### src/rtl/ssc_pkg.sv
package ssc_pkg;
  typedef enum logic [1:0] {
    SRC_OFF = 2'b00,
    SRC_PIN = 2'b01,
    SRC_TMR = 2'b10,
    SRC_SW  = 2'b11
  } clk_src_e;
endpackage

### src/rtl/ssc_rst_sync.sv
module ssc_rst_sync #(
  parameter int STAGES = 2
) (
  input  logic clk,
  input  logic rst_n,
  output logic rst_core
);
  logic [STAGES-1:0] chain_q;
  logic [STAGES-1:0] chain_d;

  generate
    for (genvar i = 0; i < STAGES; i++) begin : g_chain
      if (i == 0) begin : g_first
        assign chain_d[i] = 1'b1;
      end else begin : g_rest
        assign chain_d[i] = chain_q[i-1];
      end
    end
  endgenerate

  always_ff @(posedge clk or negedge rst_n) begin
    if (!rst_n) chain_q <= '0;
    else        chain_q <= chain_d;
  end

  assign rst_core = chain_q[STAGES-1];
endmodule

### src/rtl/ssc_clk_sel.sv
module ssc_clk_sel
  import ssc_pkg::*;
#(
  parameter int SYNC_STAGES = 2
) (
  input  logic     clk,
  input  logic     rst_n,
  input  clk_src_e src,
  input  logic     pin,
  input  logic     tmr_pulse,
  input  logic     sw_pulse,
  output logic     shift_tick,
  output logic     count_tick,
  output logic     latch_open
);
  logic [SYNC_STAGES-1:0] sync_q;
  logic [SYNC_STAGES-1:0] sync_d;
  logic                   prev_q;
  logic                   prev_d;
  logic                   pin_lvl;
  logic                   pin_rise;
  logic                   pin_fall;

  generate
    for (genvar i = 0; i < SYNC_STAGES; i++) begin : g_sync
      if (i == 0) begin : g_in
        assign sync_d[i] = pin;
      end else begin : g_mid
        assign sync_d[i] = sync_q[i-1];
      end
    end
  endgenerate

  assign pin_lvl = sync_q[SYNC_STAGES-1];

  always_comb begin
    prev_d = pin_lvl;
  end

  always_ff @(posedge clk or negedge rst_n) begin
    if (!rst_n) begin
      sync_q <= '0;
      prev_q <= 1'b0;
    end else begin
      sync_q <= sync_d;
      prev_q <= prev_d;
    end
  end

  assign pin_rise = pin_lvl & ~prev_q;
  assign pin_fall = ~pin_lvl & prev_q;

  always_comb begin
    shift_tick = 1'b0;
    count_tick = 1'b0;
    latch_open = 1'b1;
    case (src)
      SRC_PIN: begin
        shift_tick = pin_rise;
        count_tick = pin_rise | pin_fall;
        latch_open = ~pin_lvl;
      end
      SRC_TMR: begin
        shift_tick = tmr_pulse;
        count_tick = tmr_pulse;
      end
      SRC_SW: begin
        shift_tick = sw_pulse;
        count_tick = sw_pulse;
      end
      default: begin
        shift_tick = 1'b0;
        count_tick = 1'b0;
      end
    endcase
  end
endmodule

### src/rtl/ssc_shift_reg.sv
module ssc_shift_reg #(
  parameter int DW = 8
) (
  input  logic          clk,
  input  logic          rst_n,
  input  logic          load_en,
  input  logic [DW-1:0] load_val,
  input  logic          shift_tick,
  input  logic          ser_in,
  input  logic          latch_open,
  input  logic          wire_mode,
  output logic [DW-1:0] data_q,
  output logic          dout3,
  output logic          sda_o
);
  localparam int MSB = DW - 1;

  logic [DW-1:0] data_d;
  logic          data_en;
  logic          hold_q;
  logic          hold_d;
  logic          ser_bit;

  always_comb begin
    data_en = load_en | shift_tick;
    if (load_en) data_d = load_val;
    else         data_d = {data_q[MSB-1:0], ser_in};
    hold_d = data_q[MSB];
  end

  always_ff @(posedge clk or negedge rst_n) begin
    if (!rst_n) begin
      data_q <= '0;
    end else if (data_en) begin
      data_q <= data_d;
    end
  end

  always_ff @(posedge clk or negedge rst_n) begin
    if (!rst_n) begin
      hold_q <= 1'b0;
    end else if (latch_open) begin
      hold_q <= hold_d;
    end
  end

  assign ser_bit = latch_open ? data_q[MSB] : hold_q;
  assign dout3   = wire_mode ? 1'b1 : ser_bit;
  assign sda_o   = wire_mode ? ser_bit : 1'b1;
endmodule

### src/rtl/ssc_edge_cnt.sv
module ssc_edge_cnt #(
  parameter int CW = 4
) (
  input  logic          clk,
  input  logic          rst_n,
  input  logic          wr_en,
  input  logic [CW-1:0] wr_val,
  input  logic          tick,
  input  logic          ovf_clr,
  input  logic          irq_en,
  output logic [CW-1:0] cnt_q,
  output logic          ovf_q,
  output logic          irq
);
  localparam logic [CW-1:0] CNT_TOP = {CW{1'b1}};
  localparam logic [CW-1:0] CNT_ONE = {{(CW-1){1'b0}}, 1'b1};

  logic [CW-1:0] cnt_d;
  logic          cnt_en;
  logic          wrap;
  logic          ovf_d;

  always_comb begin
    cnt_en = wr_en | tick;
    cnt_d  = wr_en ? wr_val : (cnt_q + CNT_ONE);
    wrap   = tick & ~wr_en & (cnt_q == CNT_TOP);
    if (wrap)         ovf_d = 1'b1;
    else if (ovf_clr) ovf_d = 1'b0;
    else              ovf_d = ovf_q;
  end

  always_ff @(posedge clk or negedge rst_n) begin
    if (!rst_n) begin
      cnt_q <= '0;
    end else if (cnt_en) begin
      cnt_q <= cnt_d;
    end
  end

  always_ff @(posedge clk or negedge rst_n) begin
    if (!rst_n) ovf_q <= 1'b0;
    else        ovf_q <= ovf_d;
  end

  assign irq = ovf_q & irq_en;
endmodule

### src/rtl/ser_shift_core.sv
module ser_shift_core
  import ssc_pkg::*;
#(
  parameter int DW          = 8,
  parameter int CW          = 4,
  parameter int SYNC_STAGES = 2,
  parameter int RST_STAGES  = 2
) (
  input  logic          clk,
  input  logic          rst_n,
  input  logic [1:0]    clk_src,
  input  logic          wire_mode,
  input  logic          irq_en,
  input  logic          data_wr,
  input  logic [DW-1:0] data_wdata,
  input  logic          cnt_wr,
  input  logic [CW-1:0] cnt_wdata,
  input  logic          ovf_clr,
  input  logic          sck_pin,
  input  logic          tmr_ovf,
  input  logic          sw_strobe,
  input  logic          din,
  output logic [DW-1:0] data_q,
  output logic [CW-1:0] cnt_q,
  output logic          ovf_flag,
  output logic          irq,
  output logic          dout3,
  output logic          sda_o
);
  logic rst_core;
  logic shift_tick;
  logic cnt_tick;
  logic latch_open;

  ssc_rst_sync #(.STAGES(RST_STAGES)) u_rst (
    .clk      (clk),
    .rst_n    (rst_n),
    .rst_core (rst_core)
  );

  ssc_clk_sel #(.SYNC_STAGES(SYNC_STAGES)) u_clk (
    .clk        (clk),
    .rst_n      (rst_core),
    .src        (clk_src_e'(clk_src)),
    .pin        (sck_pin),
    .tmr_pulse  (tmr_ovf),
    .sw_pulse   (sw_strobe),
    .shift_tick (shift_tick),
    .count_tick (cnt_tick),
    .latch_open (latch_open)
  );

  ssc_shift_reg #(.DW(DW)) u_shf (
    .clk        (clk),
    .rst_n      (rst_core),
    .load_en    (data_wr),
    .load_val   (data_wdata),
    .shift_tick (shift_tick),
    .ser_in     (din),
    .latch_open (latch_open),
    .wire_mode  (wire_mode),
    .data_q     (data_q),
    .dout3      (dout3),
    .sda_o      (sda_o)
  );

  ssc_edge_cnt #(.CW(CW)) u_cnt (
    .clk     (clk),
    .rst_n   (rst_core),
    .wr_en   (cnt_wr),
    .wr_val  (cnt_wdata),
    .tick    (cnt_tick),
    .ovf_clr (ovf_clr),
    .irq_en  (irq_en),
    .cnt_q   (cnt_q),
    .ovf_q   (ovf_flag),
    .irq     (irq)
  );
endmodule

### config.mk
export PLATFORM = sky130hd
export DESIGN_NAME = ser_shift_core
export DESIGN_NICKNAME = d
export VERILOG_FILES = /design/src/rtl/ssc_pkg.sv /design/src/rtl/ssc_rst_sync.sv /design/src/rtl/ssc_clk_sel.sv /design/src/rtl/ssc_shift_reg.sv /design/src/rtl/ssc_edge_cnt.sv /design/src/rtl/ser_shift_core.sv
export SDC_FILE = /design/constraint.sdc
export NUM_CORES = 1
export LEC_CHECK = 0
export BUFFER_PORTS_ARGS = -buffer_cell sky130_fd_sc_hd__buf_2
export CORE_ASPECT_RATIO = 1.1
export CORE_MARGIN = 5
export CORE_UTILIZATION = 44
export CTS_BUF_LIST = sky130_fd_sc_hd__clkbuf_8 sky130_fd_sc_hd__clkbuf_16
export CTS_CLUSTER_SIZE = 30
export DETAILED_ROUTE_END_ITERATION = 16
export GPL_ROUTABILITY_DRIVEN = 1
export PLACE_DENSITY = 0.85
export SYNTH_ARGS = -nofsm -noshare
export SYNTH_HDL_FRONTEND = slang
export SYNTH_HIERARCHICAL = 1
export SYNTH_SLANG_ARGS = --single-unit
### constraint.sdc
create_clock -name clk -period 0.9 [get_ports clk]
set_clock_uncertainty 0.05 [all_clocks]
set_input_delay 0.045 -clock clk [delete_from_list [all_inputs] [get_ports clk]]
set_output_delay 0.045 -clock clk [all_outputs]
set_load 0.005 [all_outputs]
==> flow_results.org <==
** Die
- Measured along the x axis, the die boundary spans between 50 and 60 µm.
- Boundary Pins :: between 40 and 50
- In this run the core area contains 16 standard-cell rows.
- The die is between 50 and 60 µm tall.
- Full die area :: between 2000 and 3000 µm²
- After floorplanning, the core was sized to cover ~1800 µm².
- Starting density of the core :: between 40% and 50%

** Clock tree
- In this run the number of H-tree levels came out at 1.
- Number of sinks handled by clock tree synthesis :: 19
- Number of buffers on the longest clock path :: 2
- In this run, CTS created clock tree buffers numbering 3.
- The later pin in the worst-skew pair is clocked with a latency of 0.25 ns.
- CTS placed an instance of sky130_fd_sc_hd__clkbuf_8 at the clock tree root.
- TritonCTS built the clock tree.
- Clock-pin slew was measured on the worst setup and hold paths at ~0.08 ns.

** STA
- Subtracting the final worst setup slack from the clock period gives 1.62 ns.
- Count of endpoints failing hold in the final timing report :: 0
- Final worst path period share :: 180%
- Final worst slack :: -0.718 ns
- Setup-violating endpoint count in the final report :: 24
- RSZ-0062 raised after global routing :: true
- Pins over their slew limit :: 0
- Peak clock frequency supported by timing :: ~620 MHz

** Status
- The flow ran to the end, but the final reports show violations.
- The checks that failed: setup timing.

** Route
- In the routed design, unresolved DRC markers number 0.
- Via count :: 909
- Summed over all layers, the routed wires come to slightly below 3 mm.
- Detailed-route vias per instance :: ~5
- For this run, the detailed router's first-pass iteration total came to 4.
- For this block, the initial DRC count from the detailed router was 16.
- In the final routed layout, each cell accounts on average for ~16 µm.
- Antenna violation net count after detailed routing :: 0

** Yosys
- Area fraction in compound gates after synthesis :: 9.12%
- Nets in the synthesized netlist :: approximately 110
- The number of different library cells used by synthesis comes to 19.
- The cell area that synthesis handed to floorplanning was 865 µm².
- Of the post-synthesis cell area, the part taken by muxes is ~12%.
- Summing the areas of all and, or, nand and nor instances in the mapped netlist gives between 10 and 15% of the synthesized area.
- By area, the combinational part of the netlist is dominated by simple AND/OR/NAND/NOR gates.
- After synthesis, the mean cell area works out to roughly 11 µm².
- The synthesized netlist devotes 2.89% of its cell area to adder and majority cells.
- Area fraction of the dominant cell type after synthesis :: a little over half
- By area the synthesized netlist is led by sky130_fd_sc_hd__dfrtp_1 (55%), sky130_fd_sc_hd__mux2i_1 (12%), sky130_fd_sc_hd__nand2_1 (7.8%).
- The largest total area in the synthesized netlist belongs to sky130_fd_sc_hd__dfrtp_1.
- The synthesized netlist devotes 3.04% of its cell area to XOR and XNOR gates.
- The share of the Yosys chip area taken by registers is 55.0%.
- Count of state elements after synthesis :: 19
- Cells after synthesis :: between 80 and 90
- Yosys printed 6 warnings.

** Critical path
- Crit path buffers/inverters :: 1
- Data on the critical path is required at its endpoint by about 0.97 ns.
- Worst path slowest cell :: sky130_fd_sc_hd__dfrtp_1
- The worst setup path is captured at a flip-flop.
- The largest single stage delay on the critical path is 0.43 ns.
- The critical path is of the flip-flop to flip-flop type.
- Cell with the most instances on the worst path :: sky130_fd_sc_hd__o21ai_1
- Largest fanout on the critical path :: 8
- Data arrives at the worst endpoint at around 1.7 ns.
- STA classifies the critical path startpoint as a flip-flop.
- Critical-path cell list :: ha_4 -> nor2b_4 -> o21ai_1 -> nand2_1 -> buf_6 -> mux2i_2 -> o21ai_1
- The kind of cell with the highest combined delay along the critical path is flip-flops.

** Global route
- Vias in the first global route :: ~870
- After global routing the overflow that remains totals 0.
- Global routing consumed, over all layers together, between 10% and 20% of the routing resources.
- Entering global routing, the biggest net connects 17 pins.
- The number of antenna violations at the first check in global routing came to 0.
- The first global-routing pass estimated 3.85 mm of wire.

** Job
- MaxCap Viol Count :: 0

** Layout
- Cell area after layout :: 1500 µm²
- The net count of the finished layout is around 180.
- Once layout is complete, the cells apart from fillers number around 180.
- Most common cell after layout, fill and taps aside :: sky130_fd_sc_hd__buf_2
- Fraction of final layout cells with drive strength greater than 1 :: a little under half
- The top cell types in the final layout, fill and taps aside, are sky130_fd_sc_hd__buf_2 (36), sky130_fd_sc_hd__dfrtp_1 (19), sky130_fd_sc_hd__nand2_1 (16), sky130_fd_sc_hd__dlygate4sd3_1 (15), sky130_fd_sc_hd__o21ai_1 (11).
- Relative to the synthesized area, the layout overhead comes to 72.9%.
- The repair_antennas step left the layout with diodes totalling 0.

** Placement
- Total half-perimeter wirelength after legalization and detailed placement :: between 1.5 and 2 mm
- Number of placed cells counting well taps :: around 150
- The congestion estimate from routability-driven global placement came to ~0.7.
- Port buffering added 40 buffers.
- The placed instances occupy a cell area of 1130 µm².

** Power
- Per report_power, the clock group accounts for ~27% of the total.
- VDD IR-drop max :: between 0.001 and 0.0015 V
- Combinational group share of total power :: between 20% and 30%
- Switching share of power :: between 20 and 30%
- Internal power component :: 1.59 mW
- LEAKAGE :: between 0.7 and 0.8 nW
- Total power for the finished layout comes to roughly 2.2 mW.
- Switch Pwr :: about 0.63 mW
- In this run, flip-flops and latches consume a little under half of the power.
- Ratio of total power to cell area :: 1480 nW/µm²

** Worst hold path
- The worst hold path belongs to the class primary input to flip-flop.
==> Yosys cell counts <==
cell	n
sky130_fd_sc_hd__nand4_1	1
sky130_fd_sc_hd__ha_1	2
sky130_fd_sc_hd__nand2b_1	1
sky130_fd_sc_hd__o32ai_1	1
sky130_fd_sc_hd__nand2_1	18
sky130_fd_sc_hd__nand3b_1	2
sky130_fd_sc_hd__xor2_1	2
sky130_fd_sc_hd__nor2_1	1
sky130_fd_sc_hd__inv_1	3
sky130_fd_sc_hd__conb_1	1
sky130_fd_sc_hd__mux2i_1	10
sky130_fd_sc_hd__o21ai_1	11
sky130_fd_sc_hd__xnor2_1	1
sky130_fd_sc_hd__clkbuf_1	1
sky130_fd_sc_hd__buf_6	2
sky130_fd_sc_hd__dfrtp_1	19
sky130_fd_sc_hd__nor2b_1	1
sky130_fd_sc_hd__and2_1	2
sky130_fd_sc_hd__o21ai_0	3
==> kinds of logic after synthesis <==
group / after synthesis
flip-flops: 19
buffers and inverters: 6
AND/OR/NAND/NOR: 26
adder cells (fa/ha/maj): 2
AO/OA/AOI/OAI: 15
other: 1
XOR/XNOR: 3
multiplexers: 10
==> worst paths after layout <==
check	start	endpoint	slack, ns	cells past startpoint
min in group asynchronous	rst_n	u_rst/chain_q[0]	0.04	2
worst min register to register	u_rst/chain_q[1]	u_cnt/cnt_q[0]	0.12	1
worst min-delay path	din	u_shf/data_q[0]	0.02	3
max in group asynchronous	u_rst/chain_q[1]	u_shf/data_q[7]	0.48	1
worst max-delay path	u_clk/sync_q[1]	u_shf/data_q[7]	-0.72	7
worst max register to register	u_clk/sync_q[1]	u_shf/data_q[7]	-0.72	7
==> power by group through the flow <==
stage	Combinational (mW)	Sequential (mW)	Clock (mW)
3_5_place_dp	0.406	1.01	0
4_1_cts	0.521	0.994	0.583
2_1_floorplan	0.182	1.02	0
3_3_place_gp	0.389	1.00	0
6_report	0.616	1.00	0.598
5_1_grt	0.665	1.01	0.636
==> metal layers <==
metal / track usage (%) / wire, µm / vias up
met3: 2.12 / 157 / 6
met2: 28.4 / 1510 / 42
met4: 4.38 / 61 / 0
met5: 0 / 0 / -
met1: 23.1 / 1160 / 442
li1: - / - / 419
==> worst reg2reg max path, cell delays in order, from the launching register on <==
cell and delay (ns):
sky130_fd_sc_hd__dfrtp_1 0.43, sky130_fd_sc_hd__ha_4 0.17, sky130_fd_sc_hd__nor2b_4 0.11, sky130_fd_sc_hd__o21ai_1 0.15, sky130_fd_sc_hd__nand2_1 0.09, sky130_fd_sc_hd__buf_6 0.15
sky130_fd_sc_hd__mux2i_2 0.21, sky130_fd_sc_hd__o21ai_1 0.12
==> cell type report <==
type / count / area, µm²
Timing Repair Buffer: 71 / 518
Sequential cell: 19 / 475
Multi-Input combinational cell: 57 / 410
Fill cell: 98 / 327
Clock buffer: 3 / 41.3
Tap cell: 27 / 33.8
Inverter: 3 / 11.3
Clock inverter: 1 / 5.00
==> sequential cells by signal, summed over array words and instances (netlist names) <==
register and cells:
u_shf/data_q 8, u_rst/chain_q 2, u_clk/sync_q 2, u_clk/prev_q 1, u_cnt/ovf_q 1, u_shf/hold_q 1, u_cnt/cnt_q 4
==> timing repair <==
item,4_1_cts,5_1_grt
setup endpoints to repair,21,27
gates resized for setup,10,14
endpoints found under the hold margin,16,0
hold buffers,15,0
buffers inserted,5,4
pin swaps,9,8
==> metrics by stage <==
step	utilization [%]	setup slack, ns	setup TNS, ns	hold WS [ns]
2_1_floorplan	-	-0.471	-5.82	-0.301
3_3_place_gp	62.3	-0.522	-7.09	-0.220
3_5_place_dp	62.3	-0.586	-7.86	-0.218
4_1_cts	77.5	-0.624	-9.15	0.0163
5_1_grt	82.1	-0.808	-12.42	0.0401
6_report	82.1	-0.718	-10.96	0.0201
(Power assumes the default switching activity.)
